### config.mk
export PLATFORM = sky130hd
export DESIGN_NAME = bwa_adapter
export DESIGN_NICKNAME = d
export VERILOG_FILES = /design/src/rtl/bwa_pkg.sv /design/src/rtl/bwa_lane_map.sv /design/src/rtl/bwa_seq.sv /design/src/rtl/bwa_adapter.sv
export SDC_FILE = /design/constraint.sdc
export NUM_CORES = 1
export LEC_CHECK = 0
export BUFFER_PORTS_ARGS = -buffer_cell sky130_fd_sc_hd__buf_4
export CAP_MARGIN = 20
export CORE_MARGIN = 2
export CORE_UTILIZATION = 40
export CTS_CLUSTER_SIZE = 40
export DETAILED_ROUTE_END_ITERATION = 8
export HOLD_SLACK_MARGIN = 0.1
export MAX_ROUTING_LAYER = met4
export PLACE_DENSITY_LB_ADDON = 0.3
export SETUP_SLACK_MARGIN = 0.15
export SYNTH_ARGS = -nofsm -noshare
export SYNTH_HDL_FRONTEND = slang
export SYNTH_SLANG_ARGS = --single-unit
### constraint.sdc
create_clock -name clk -period 2.6 [get_ports clk]
set_input_delay 0.39 -clock clk [delete_from_list [all_inputs] [get_ports clk]]
set_output_delay 0.39 -clock clk [all_outputs]
set_load 0.05 [all_outputs]
### src/rtl/bwa_pkg.sv
package bwa_pkg;

    localparam int MST_W     = 32;
    localparam int MST_LANES = MST_W / 8;

    typedef enum logic [1:0] {
        SQ_IDLE = 2'd0,
        SQ_RUN  = 2'd1,
        SQ_DONE = 2'd2
    } sq_state_e;

    typedef struct packed {
        sq_state_e  st;
        logic       is_wr;
        logic [1:0] idx;
        logic [3:0] pend;
    } sq_reg_t;

    function automatic int slice_count(int slv_w, bit native);
        return native ? 1 : MST_W / slv_w;
    endfunction

    function automatic int slv_addr_w(int addr_w, int slv_w, bit native);
        return native ? addr_w - 2 : addr_w - $clog2(slv_w / 8);
    endfunction

    // lowest set bit of a slice mask
    function automatic logic [1:0] first_set(logic [3:0] m);
        logic [1:0] r;
        r = 2'd0;
        for (int i = 3; i >= 0; i--) begin
            if (m[i]) r = 2'(i);
        end
        return r;
    endfunction

    // one bit per slave word that has an enabled master lane
    function automatic logic [3:0] enabled_slices(logic [3:0] be, int lanes, int nsl);
        logic [3:0] r;
        r = '0;
        for (int b = 0; b < MST_LANES; b++) begin
            if (b < lanes * nsl && be[b]) r[b / lanes] = 1'b1;
        end
        return r;
    endfunction

endpackage

### src/rtl/bwa_lane_map.sv
module bwa_lane_map
    import bwa_pkg::*;
#(
    parameter int SLV_W  = 16,
    parameter bit NATIVE = 1'b0,
    parameter int ADDR_W = 16,
    parameter int SA_W   = slv_addr_w(ADDR_W, SLV_W, NATIVE)
) (
    input  logic [ADDR_W-1:0]  m_addr,
    input  logic [3:0]         m_be,
    input  logic [MST_W-1:0]   m_wdata,
    input  logic [1:0]         idx,
    input  logic [SLV_W-1:0]   s_rdata,
    input  logic [MST_W-1:0]   rbuf,
    output logic [SA_W-1:0]    s_addr,
    output logic [SLV_W/8-1:0] s_be,
    output logic [SLV_W-1:0]   s_wdata,
    output logic [3:0]         slices,
    output logic [MST_W-1:0]   merged
);
    localparam int LANES = SLV_W / 8;
    localparam int NSL   = slice_count(SLV_W, NATIVE);
    localparam int IDXW  = (NATIVE || SLV_W == MST_W) ? 0 : 2 - $clog2(LANES);

    logic unused_bits;
    assign unused_bits = ^{m_addr[1:0], idx};

    generate
        if (IDXW == 0) begin : g_word_addr
            assign s_addr = m_addr[ADDR_W-1:2];
        end else begin : g_sub_addr
            assign s_addr = {m_addr[ADDR_W-1:2], idx[IDXW-1:0]};
        end
    endgenerate

    assign s_be    = LANES'(m_be >> (32'(idx) * LANES));
    assign s_wdata = SLV_W'(m_wdata >> (32'(idx) * SLV_W));
    assign slices  = enabled_slices(m_be, LANES, NSL);
    assign merged  = rbuf | (MST_W'(s_rdata) << (32'(idx) * SLV_W));

endmodule

### src/rtl/bwa_seq.sv
module bwa_seq
    import bwa_pkg::*;
(
    input  logic             clk,
    input  logic             rst,
    input  logic             req,
    input  logic             req_wr,
    input  logic [3:0]       slices,
    input  logic             s_wait,
    input  logic [MST_W-1:0] merged,
    output sq_reg_t          q,
    output logic [MST_W-1:0] rbuf
);
    logic [3:0] rest;
    assign rest = q.pend & ~(4'b0001 << q.idx);

    always_ff @(posedge clk) begin
        if (rst) begin
            q.st    <= SQ_IDLE;
            q.is_wr <= 1'b0;
            q.idx   <= 2'd0;
            q.pend  <= 4'd0;
            rbuf    <= '0;
        end else begin
            case (q.st)
                SQ_IDLE: begin
                    if (req) begin
                        rbuf    <= '0;
                        q.is_wr <= req_wr;
                        q.pend  <= slices;
                        if (slices == 4'd0) begin
                            q.st <= SQ_DONE;
                        end else begin
                            q.idx <= first_set(slices);
                            q.st  <= SQ_RUN;
                        end
                    end
                end
                SQ_RUN: begin
                    if (!s_wait) begin
                        if (!q.is_wr) rbuf <= merged;
                        q.pend <= rest;
                        if (rest == 4'd0) q.st <= SQ_DONE;
                        else              q.idx <= first_set(rest);
                    end
                end
                SQ_DONE: q.st <= SQ_IDLE;
                default: q.st <= SQ_IDLE;
            endcase
        end
    end

endmodule

### src/rtl/bwa_adapter.sv
module bwa_adapter
    import bwa_pkg::*;
#(
    parameter int SLV_W  = 16,
    parameter bit NATIVE = 1'b0,
    parameter int ADDR_W = 16,
    localparam int SA_W  = slv_addr_w(ADDR_W, SLV_W, NATIVE)
) (
    input  logic               clk,
    input  logic               rst,
    input  logic [ADDR_W-1:0]  m_addr,
    input  logic [3:0]         m_be,
    input  logic               m_rd,
    input  logic               m_wr,
    input  logic [31:0]        m_wdata,
    output logic [31:0]        m_rdata,
    output logic               m_wait,
    output logic [SA_W-1:0]    s_addr,
    output logic [SLV_W/8-1:0] s_be,
    output logic               s_rd,
    output logic               s_wr,
    output logic [SLV_W-1:0]   s_wdata,
    input  logic [SLV_W-1:0]   s_rdata,
    input  logic               s_wait
);
    sq_reg_t          q;
    logic [3:0]       slices;
    logic [MST_W-1:0] rbuf;
    logic [MST_W-1:0] merged;
    logic             req;

    assign req = m_rd | m_wr;

    bwa_lane_map #(
        .SLV_W (SLV_W),
        .NATIVE(NATIVE),
        .ADDR_W(ADDR_W),
        .SA_W  (SA_W)
    ) u_map (
        .m_addr (m_addr),
        .m_be   (m_be),
        .m_wdata(m_wdata),
        .idx    (q.idx),
        .s_rdata(s_rdata),
        .rbuf   (rbuf),
        .s_addr (s_addr),
        .s_be   (s_be),
        .s_wdata(s_wdata),
        .slices (slices),
        .merged (merged)
    );

    bwa_seq u_seq (
        .clk   (clk),
        .rst   (rst),
        .req   (req),
        .req_wr(m_wr),
        .slices(slices),
        .s_wait(s_wait),
        .merged(merged),
        .q     (q),
        .rbuf  (rbuf)
    );

    assign s_rd    = (q.st == SQ_RUN) & ~q.is_wr;
    assign s_wr    = (q.st == SQ_RUN) &  q.is_wr;
    assign m_wait  = req & (q.st != SQ_DONE);
    assign m_rdata = rbuf;

endmodule

; Yosys cells after proc, flatten, opt, wreduce, memory -nomap -nowiden
; Cells that the tools add are included.
[totals]
regBits = 41
inputBits = 73
output_inout_bits = 68
wordCells = 57
[op_classes]
n_eq_ne = 8
shifts = 4
muxes = 23
bitwise = 8
n_reduce_logical = 9
[op_table]
columns = operator, n
row1 = two-way mux 32 bit, 3
row2 = case mux 32 bit (2 select lines), 1
row3 = OR 32 bit, 1
row4 = left shift 16 x 6 -> 32 bit, 1
row5 = >> shifter 32 x 6 -> 16 bit, 1
row6 = two-way mux 2 bit, 10
row7 = "!= test 2 bit, second input constant", 6
row8 = case mux 6 bit (2 select lines), 1
row9 = two-way mux 9 bit, 1
row10 = zero test 4 bit, 2
row11 = two-way mux 6 bit, 1
row12 = AND reduction 3 bit, 2
row13 = two-way mux 1 bit, 5
row14 = AND reduction 5 bit, 1
row15 = AND 4 bit, 1
row16 = NOT 4 bit, 1
row17 = case mux 2 bit (2 select lines), 1
row18 = AND reduction 4 bit, 1
row19 = "left shift 1 x 2 -> 4 bit, first input constant", 1
row20 = >> shifter 4 x 3 -> 2 bit, 1
row21 = AND 1 bit, 3
row22 = "equality test 2 x 1 -> 1 bit, second input constant", 1
row23 = zero test 2 bit, 1
row24 = "!= test 2 x 1 -> 1 bit, second input constant", 1
row25 = other kinds (4), 4

; Logic depth before layout (Yosys ltp)
; Gate-level depths: netlist of the first run.
[logic_depth]
ltp_word = 10
depth_mapped = 6
depth_no_buf = 4

; Modules after synthesis
; Synthesis of the first run repeated with hierarchy kept, for this count alone.
[unflattened]
hier_cells = 326
area_unflattened_um2 = 2521.2
[by_module_without_submodules]
columns = module, n_inst, cells_each, area_each_um2, seq_area_each_um2
row1 = bwa_seq, 1, 223, 1791.7, 820.8
row2 = bwa_lane_map, 1, 98, 699.4, 0.0
row3 = bwa_adapter, 1, 5, 30.0, 0.0

; Least setup slack after synthesis of the first run
; Ideal clock, no wire load.
[synth_timing]
path_type = reg2out
start = register, netlist name u_seq.q[4]
end = output s_be[0]
arrival_ns = 1.743
required_ns = 2.210
setup_slack_ns = 0.467
path_stages_with_launch = 6
path_buffers = 3
cell_sequence = dfxtp_1 > buf_6 > buf_2 > buf_2 > mux2i_1 > nor2_1
[synth_between]
elab_chain_len = 1
[synth_rtl]
columns = element, line_no
row1 = >> shifter 4 x 3 -> 2 bit, bwa_lane_map.sv:36  ; assign s_be = LANES'(m_be >> (32'(idx) * LANES));
row2 = to (decl), bwa_adapter.sv:19  ; output logic [SLV_W/8-1:0] s_be,
; No other way between the ends.

; Final worst setup path of the first run
[layout_timing]
start = register, netlist name u_seq.q[4]
end = output s_wdata[11]
[layout_between]
elab_chain_len = 1
[layout_rtl]
columns = element, line_no
row1 = >> shifter 32 x 6 -> 16 bit, bwa_lane_map.sv:37  ; assign s_wdata = SLV_W'(m_wdata >> (32'(idx) * SLV_W));
row2 = to (decl), bwa_adapter.sv:22  ; output logic [SLV_W-1:0] s_wdata,
; No other way between the ends.

==> results of run 1 <==
## placed cells by master, fill, tap and decap left out, types with 2 or more instances in the layout
cell      instances
inv_1             3
nor3_1            3
or3_1             2
nand2_1           3
nor2_1           60
a22oi_1           2
o311a_1           2
buf_4           114
mux2i_1          19
nand2b_1          4
dfxtp_1          41
a21oi_1          38
nor4_1            2
o21ai_0           4
a31oi_1           2
nor3b_1           3
clkbuf_8          7
## logic make-up (layout without fill, tap and decap cells)
kind of cell           after synthesis  in the layout  synth area share
AND/OR/NAND/NOR                     89             89            0.2272
AO/OA/AOI/OAI                       58             58            0.1728
flip-flops                          41             41            0.4062
buffers and inverters               33            125           0.09969
multiplexers                        19             19           0.09412
## final timing paths
path | startpoint | to | slack, ps | depth (start not counted)
min | s_rdata[15] | u_seq.rbuf[31] | 330 | 3
min reg2reg | u_seq.rbuf[12] | u_seq.rbuf[12] | 470 | 2
max reg2reg | u_seq.q[8] | u_seq.rbuf[19] | 550 | 4
max | u_seq.q[4] | s_wdata[11] | 430 | 5
## worst reg2reg max path, stage by stage, from the launching register on
cell and delay, ps:
dfxtp_1 540, and3b_1 310, nor4_4 850, a21oi_1 180, nor2_1 130
## stage by stage
step	area [sq um]	std cells	power [mW]	hold WS, ps
floorplan	2021	240	1.459	479.6
global placement	2784	391	1.663	449.2
detailed placement	2784	391	1.670	456.7
CTS	2889	399	2.129	331.3
global route	2889	399	2.220	340.6
finish	2889	399	2.117	334.1
## where the power goes
part	internal (mW)	leakage [nW]	switching [mW]
Clock	0.245	0.0549	0.217
Sequential	0.680	0.334	0.0519
Combinational	0.330	0.899	0.594
## state kept, by name, indices dropped and copies added (netlist names)
| name | flops |
|---|---|
| u_seq.q | 9 |
| u_seq.rbuf | 32 |
## layer usage
metal / track usage / vias to the layer above / part of all wire
met5: - / - / 0
met4: 0.05754 / 0 / 0.014
met3: 0.02945 / 14 / 0.053
met2: 0.3402 / 72 / 0.51
met1: 0.2438 / 910 / 0.42
li1: - / 998 / -
## layout make-up
class,instances,area share
inverters,3,0.003898
clock buffers,7,0.03335
flip-flops and latches,41,0.2841
multi-input cells,166,0.3504
repair buffers,114,0.2962
well taps,67,0.02902
clock inverters,1,0.003032
==> results.md, run 1 <==
- Status: finished, final reports clean
- Synth cell types: 42
- Synth area leaders: dfxtp_1 (41%), nor2_1 (11%), a21oi_1 (9.4%), mux2i_1 (9.4%), buf_4 (6.3%)
- Worst-path clk slew: 80 ps
- Resized Gates After CTS: 0
- Sequential cell area fraction in the yosys report: 0.4062
- Relative slew slack: 0.3794
- Leak: between 1 and 1.5 nW
- Largest net degree at the start of global routing: 33
- Final hold viol count: 0
- Die area: 5636 sq um
- Total GRT Usage: 0.1994
- Setup TNS: 0 ps
- # DRC: 0
- Max clock buf depth: 2
- Number of antenna violations at the first check in global routing: 0
- Count leader, synth: nor2_1
- Via Count: 1994
- Num Clock Sinks: 41
- Util after Layout: 0.6037
- Place WS: 534.4 ps
- Top-level I/O count: 141
- # diodes: 0
- Setup Skew: 6.165 ps
- DRT iter0 DRCs: 74
- Die X: about 75 um
- Avg Cell Area, Syn: roughly 8.4 sq um
- Fin nets: 404
- Syn Inst Count: between 200 and 250
- Slew @ Worst Pin: 924.0 ps
- H-tree levels: 2
- Die H: approximately 75 um
- DR vias/cell: 4.997
- Setup violators final: 0
- WL final: 5492 um
- Final Max Tran Viols: 0
- Fmax: 461.0 MHz
- Number of routed nets with antenna violations: 0
- CP max-delay cell: dfxtp_1
- Critical-path cell list: buf_4, buf_4, mux2i_1, nor2_1, buf_4
- Post-synthesis to final-layout area growth: 42.97%
- Maxcap violations: 0
- Global-route wire length before repair: 8694 um
- Largest area contributor in the netlist: dfxtp_1
- Num rows: 25
- Sequential standard cell area: between 800 and 900 sq um
- Unrepaired setup endpoints after global routing: no
- Yosys warns: 0
- Min Clock Period, post-route: 2169 ps
- Critical Path Sink Type: primary output
- Worst path most repeated cell: buf_4
- Dpl hpwl: between 4000 and 5000 um
- Hold_buf cts: 0
- Crit path largest cell delay: about 500 ps
- DR WL/cell: 13.76 um
- Worst Hold Class: in2reg
- Drt pass-1 iters: 4
- CP bufs+invs: 3
- Synth top cells by count: nor2_1 (60), dfxtp_1 (41), a21oi_1 (38)
- CTS Root Cell: clkbuf_8
- Layout fillers: roughly 440
- # Post-CTS Setup Buffers: 0
- GR Overflow Total: 0
- GPL Wtd Cong: 0.7995
- Crit Path Max Fanout: 13
- Fraction of registers with async set/reset: 0
- Worst vdd ir: 0.4599 mV
- Fin crit share: 0.8344
- Fraction of layout cells with a size suffix above 1: 0.3916
- Crit path kind: reg2out
- Post-Syn Area: 2021 sq um
- Initial Util: 0.4222
- Number of port buffers: 110
- Syn Nets: roughly 310
- Startpoint Class: register
- Pwr/cell area: about 730 nW/um^2
- Worst Path Required: 2210 ps
- Clock latency on the worst-skew pair: a little under 300 ps
- Vias in the first global route: about 2000
- #FFs+latches synth: 41
- EDFF count, synth: 0
- CTS tree: yes
- Core area: 4786 sq um
- Crit path DAT: 1780 ps
- Main synth FF type: dfxtp_1
- Multi-input logic area: between 1000 and 1500 sq um
- Top Family by Delay on Critical Path: buffers and inverters
- Setup WS post-layout: 430.7 ps
- Share of the synthesized area in the top cell type: 0.4062
- CTS Buf Count: 5
Note: power is estimated with default switching activity, not from simulation.
==> run 2: changes to the inputs <==
- CORE_UTILIZATION: 40 -> 37
- clock period: 2.6 -> 1.9 ns (I/O delays scaled with it)
==> run 2 against run 1 <==
  * Worst setup slack worse by 240 ps
  * Global-route usage down 0.19 points
  * Non-clock buffer count up 5
  * Via count up 3.6%
  * Largest cell class unchanged
  * Design area up 4.3%
  * Die area up 7.7%
  * Clock skew up 3.8 ps
  * Core utilization down 2.5 points
==> results.md, run 2 (same netlist as run 1, synthesis figures left out) <==
- Final hold viol count: 0 (unchanged)
- Num rows: 26 (+4.0%)
- CTS Buf Count: 5 (unchanged)
- Final Max Tran Viols: 0 (unchanged)
- Layout fillers: 497 (+12%)
- Clock latency on the worst-skew pair: 290 ps (about the same)
- Hold Crit Start: s_rdata[3]
- Maxcap violations: 0 (unchanged)
- Startpoint Class: register
- Setup violators final: 0 (unchanged)
- Sw Ratio: 0.4101 (+0.002722)
- Dpl hpwl: 4500 um (+7.9%)
- Via Count: 2065 (+3.6%)
- Hold_buf cts: 0 (unchanged)
- Number of routed nets with antenna violations: 0 (unchanged)
- Max clock buf depth: 2 (unchanged)
- GPL Wtd Cong: 0.8613 (+7.7%)
- GR Overflow Total: 0 (unchanged)
- Min Clock Period, post-route: about 1700 ps
- Int Pwr: 1.739 mW (+39%)
- Worst vdd ir: 0.6471 mV (+41%)
- Leak: 1.323 nW (+2.7%)
- Fraction of layout cells with a size suffix above 1: 0.4464 (+0.05486)
- Worst Hold Class: in2reg
- Worst Path Required: 2110 ps (-100 ps)
- Crit Reg-Reg Endpoint: u_seq.q[4]
- Clock share of power: 0.195 (-0.023)
- Setup Skew: 9.928 ps (+3.763 ps)
- Multi-input logic area: 1064 sq um (+5.1%)
- Number of port buffers: 110 (unchanged)
- Total GRT Usage: 0.1975 (-0.001882)
- H-tree levels: 2 (unchanged)
- Most common cell after layout, fill and taps aside: buf_4
- Sequential standard cell area: 825.8 sq um (+0.61%)
- Crit path DAT: 1920 ps (+140 ps)
- Fin crit share: 0.9000
- Num Clock Sinks: 41 (unchanged)
- Core area: 5205 sq um (+8.8%)
- Worst hold slack: 223.7 ps (-110.4 ps)
- Worst r2r src: u_seq.q[5]
- Crit Path Max Fanout: 8 (-5)
- Unrepaired setup endpoints after global routing: yes
- Hold Crit Depth: 3 (unchanged)
- Fmax: 584.8 MHz
- Global-route wire length before repair: 9446 um (+8.6%)
- Relative slew slack: 0.5346 (+0.1552)
- Top reg by flops: u_seq.rbuf
- Post-synthesis to final-layout area growth: 49.10%
- CTS tree: yes
- Drt pass-1 iters: 4 (unchanged)
- Pwr/cell area: 978.3 nW/um^2 (+34%)
- DRT iter0 DRCs: 99 (+34%)
- Die area: 6068 sq um (+7.7%)
- Crit path kind: reg2reg
- # DRC: 0 (unchanged)
- R2R depth: 4 (unchanged)
- DR vias/cell: 5.086 (+1.8%)
- DR WL/cell: 14.59 um (+6.0%)
- Die X: 77.90 um (+3.8%)
- Status: finished, final reports clean
- Critical Path Sink Type: register
- Sequential share of power: 0.340 (-0.006)
- Logic pwr share: 0.465 (+0.029)
- Top flop regs: u_seq.rbuf: 32 flops, u_seq.q: 9 flops
- Final instance area: 3013 sq um (+4.3%)
- Slew @ Worst Pin: 698.1 ps (-225.9 ps)
- Worst-path clk slew: 80 ps (about the same)
- # diodes: 0 (unchanged)
- # Post-CTS Setup Buffers: 0 (unchanged)
- R2R Setup Slk: 190 ps (-360 ps)
- WL final: 5922 um (+7.8%)
- Die H: 77.90 um (+3.8%)
- CTS Root Cell: clkbuf_8
- Fin nets: 409 (+1.2%)
- WHS Endpoint: u_seq.rbuf[19]
- Initial Util: 0.3882 (-0.03400)
- Largest net degree at the start of global routing: 24 (-27%)
- Vias in the first global route: 2038 (+3.3%)
- Max FFs per register: 32 (unchanged)
- Area of placed instances: 2869 sq um (+3.1%)
- Commonest non-fill, non-tap cells in the layout: buf_4 (115), nor2_1 (50), dfxtp_1 (39)
- Setup TNS: 0 ps (unchanged)
- Net load switching power: 1.209 mW (+40%)
- Number of antenna violations at the first check in global routing: 0 (unchanged)
- Top-level I/O count: 141 (unchanged)
==> run 2: timing repair <==
action / in CTS / in global routing
gates resized for setup: 3 / 6
gates cloned: 0 / 1
setup endpoints to repair: 19 / 36
==> run 2: worst max path at each step <==
stage | start | to | cells after the start
2_1_floorplan | u_seq.q[4] | s_be[1] | 5
3_3_place_gp | m_wr | u_seq.rbuf[8] | 4
3_5_place_dp | u_seq.q[5] | u_seq.rbuf[28] | 6
4_1_cts | u_seq.q[4] | s_be[0] | 4
5_1_grt | u_seq.q[5] | u_seq.q[8] | 4
6_report | u_seq.q[5] | u_seq.q[4] | 4
==> run 2: area by class of cell <==
cell class | instances | share of cell area
clock inverter | 1 | 0.002492
clock buffer | 6 | 0.02741
timing repair buffer | 119 | 0.3102
multi-input combinational | 166 | 0.3530
inverter | 3 | 0.003738
sequential | 41 | 0.2741
tap | 70 | 0.02907
==> run 2: layer usage <==
metal | vias to the layer above | track usage | part of all wire
met4 | 0 | 0.05439 | 0.013
met1 | 958 | 0.2288 | 0.43
met3 | 9 | 0.05465 | 0.083
li1 | 1011 | - | -
met2 | 87 | 0.3362 | 0.48
met5 | - | - | 0
==> run 2: power groups by stage <==
stage	combinational, mW	sequential, mW	clock [mW]
2_1_floorplan	0.847	1.16	0
6_report	1.37	1.00	0.575
3_3_place_gp	1.33	1.01	0
3_5_place_dp	1.35	1.01	0
5_1_grt	1.46	1.01	0.636
4_1_cts	1.35	0.995	0.592
==> run 2: critical path: stages (launching register included) <==
cell,delay [ps]
dfxtp_1,470
or4b_4,500
a211o_1,320
and3_4,180
a211oi_2,150
==> run 2: per-stage QoR <==
| stage | total power, mW | cells | worst slack [ps] | utilization |
|---|---|---|---|---|
| after floorplan | 2.010 | 240 | 84.59 | - |
| after global placement | 2.337 | 397 | 133.0 | 0.5483 |
| after detailed placement | 2.357 | 398 | 166.4 | 0.5512 |
| after CTS | 2.939 | 405 | 144.9 | 0.5697 |
| after global routing | 3.111 | 406 | 123.4 | 0.5788 |
| final | 2.948 | 406 | 190.1 | 0.5788 |
==> run 3: changes to the inputs <==
- PLACE_DENSITY: unset -> 0.81
- PLACE_DENSITY_LB_ADDON: 0.3 -> unset
==> run 3 against run 2 <==
  * Flip-flop and latch count did not move
  * Global-route usage fell by 0.16 points
  * Sequential power barely moved
  * Critical endpoint unchanged
  * Largest cell class unchanged
==> results.md, run 3 (same netlist as run 1, synthesis figures left out) <==
- CTS Root Cell: clkbuf_8
- Final Max Tran Viols: 0 (unchanged)
- Total GRT Usage: 0.1959 (-0.001611)
- Leak: 1.320 nW (-0.24%)
- Sw Ratio: 0.4029 (-0.007246)
- Pwr/cell area: 1017 nW/um^2 (+3.9%)
- Sequential standard cell area: 828.3 sq um (+0.30%)
- Top reg by flops: u_seq.rbuf
- Net load switching power: 1.225 mW (+1.4%)
- Post-synthesis to final-layout area growth: 48.05%
- Global-route wire length before repair: 9335 um (-1.2%)
- Top flop regs: u_seq.rbuf: 32 flops, u_seq.q: 9 flops
- Critical Path Sink Type: register
- # DRC: 0 (unchanged)
- Crit path largest cell delay: 550 ps (+50 ps)
- DR WL/cell: 14.36 um (-1.5%)
- DR vias/cell: 5.172 (+1.7%)
- Via Count: 2100 (+1.7%)
- Final instance area: 2992 sq um (-0.71%)
- Crit Path Max Fanout: 6 (-2)
- Commonest non-fill, non-tap cells in the layout: buf_4 (116), nor2_1 (50), a21oi_1 (37)
- Number of port buffers: 110 (unchanged)
- Num rows: 26 (unchanged)
- Relative slew slack: 0.6298 (+0.09517)
- Status: finished, final reports clean
- Die X: 77.90 um (unchanged)
- Setup TNS: 0 ps (unchanged)
- GR Overflow Total: 0 (unchanged)
- Most common cell after layout, fill and taps aside: buf_4
- Fraction of layout cells with a size suffix above 1: 0.4524 (+0.005952)
- Area of placed instances: 2849 sq um (-0.70%)
- Placed cells: 398 (unchanged)
- Startpoint Class: register
- Drt pass-1 iters: 4 (unchanged)
- Max clock buf depth: 2 (unchanged)
- Critical-path cell list: or4b_4, a211o_1, and3_4, a211oi_2
- R2R Setup Slk: 200 ps (about the same)
- Slew @ Worst Pin: 550.3 ps (-147.8 ps)
- Number of routed nets with antenna violations: 0 (unchanged)
- Die area: 6068 sq um (unchanged)
- Dpl hpwl: 4282 um (-4.9%)
- Max FFs per register: 32 (unchanged)
- Setup violators final: 0 (unchanged)
- Fin crit share: 0.8969 (-0.003053)
- Crit path kind: reg2reg
- CTS Buf Count: 5 (unchanged)
- # Post-CTS Setup Buffers: 0 (unchanged)
- Logic pwr share: 0.443 (-0.022)
- CP bufs+invs: 0 (unchanged)
- Crit path DAT: 1900 ps (-20 ps)
- Number of antenna violations at the first check in global routing: 0 (unchanged)
- Top Family by Delay on Critical Path: simple AND/OR/NAND/NOR gates
- Setup Skew: 7.195 ps (-2.733 ps)
- Layout fillers: 488 (-1.8%)
- CTS tree: yes
- Initial Util: 0.3882 (unchanged)
- Clock latency on the worst-skew pair: 290 ps (about the same)
- Vias in the first global route: 2042 (+0.20%)
- DRT iter0 DRCs: 141 (+42%)
- Die H: 77.90 um (unchanged)
- Hold_buf cts: 0 (unchanged)
- GPL Wtd Cong: 0.9149 (+6.2%)
- Worst-path clk slew: 80 ps (about the same)
- Unrepaired setup endpoints after global routing: yes
- Maxcap violations: 0 (unchanged)
- H-tree levels: 2 (unchanged)
- WL final: 5832 um (-1.5%)
- Fin cells: 406 (unchanged)
- Worst hold slack: 220.5 ps (-3.178 ps)
- Worst Hold Class: in2reg
- Min Clock Period, post-route: 1704 ps (-5.801 ps)
- Multi-input logic area: 1051 sq um (-1.2%)
- Sequential share of power: 0.326 (-0.014)
- Largest net degree at the start of global routing: 33 (+38%)
- Final hold viol count: 0 (unchanged)
- Int Pwr: 1.816 mW (+4.5%)
- Worst Path Required: 2100 ps (about the same)
- CP max-delay cell: or4b_4
- Worst vdd ir: 0.6057 mV (-6.4%)
- Clock share of power: 0.231 (+0.036)
- Fin nets: 408 (-0.24%)
- # diodes: 0 (unchanged)
- Top-level I/O count: 141 (unchanged)
- Core area: 5205 sq um (unchanged)
- Fmax: 586.8 MHz (+0.34%)
- Num Clock Sinks: 41 (unchanged)
run 3: changes by cell type in the layout (fill, tap and decap cells not counted), sizes merged:
cell      previous run  this run
clkbuf               7         6
bufinv               0         1
clkinvlp             1         0
clkinv               0         1
run 3: final cells by class:
cell class | count | area share
Inverter | 3 | 0.003764
Tap cell | 70 | 0.02928
Sequential cell | 41 | 0.2769
Clock inverter | 2 | 0.01297
Timing Repair Buffer | 118 | 0.3015
Clock buffer | 6 | 0.02426
Multi-Input combinational cell | 166 | 0.3513
run 3: power groups by stage:
stage	combinational, mW	clock [mW]	sequential, mW
2_1_floorplan	0.847	0	1.16
3_3_place_gp	1.31	0	1.00
3_5_place_dp	1.33	0	1.00
4_1_cts	1.35	0.716	0.990
5_1_grt	1.43	0.752	1.00
6_report	1.35	0.703	0.992
run 3: worst min-delay path, delay by kind of cell:
family,cells,cell delay (ps)
buf+inv,1,80
simple gates,1,70
compound gates,1,50
run 3: metrics by stage:
stage | total power, mW | utilization | setup WS, ps
6_report | 3.042 | 0.5748 | 195.9
5_1_grt | 3.187 | 0.5748 | 146.2
4_1_cts | 3.052 | 0.5716 | 164.2
3_5_place_dp | 2.335 | 0.5474 | 185.7
3_3_place_gp | 2.316 | 0.5474 | 228.3
2_1_floorplan | 2.010 | - | 84.59
run 3: final timing paths:
path / end / depth (start not counted) / start
setup / recovery: u_seq.q[4] / 4 / u_seq.q[3]
hold / removal: u_seq.rbuf[9] / 3 / s_rdata[9]
hold reg to reg: u_seq.rbuf[31] / 2 / u_seq.rbuf[31]
setup reg to reg: u_seq.q[4] / 4 / u_seq.q[3]
run 3: metal layers:
metal / GRT usage / share of wire / vias to the layer above
met2: 0.3336 / 0.48 / 116
met1: 0.2134 / 0.39 / 966
met3: 0.05930 / 0.11 / 11
met5: - / 0 / -
met4: 0.07895 / 0.017 / 0
li1: - / - / 1007
run 3: repair_timing:
item                       4_1_cts  5_1_grt
setup endpoints to repair       19       27
gates resized for setup          5        7
pin swaps                        0        0
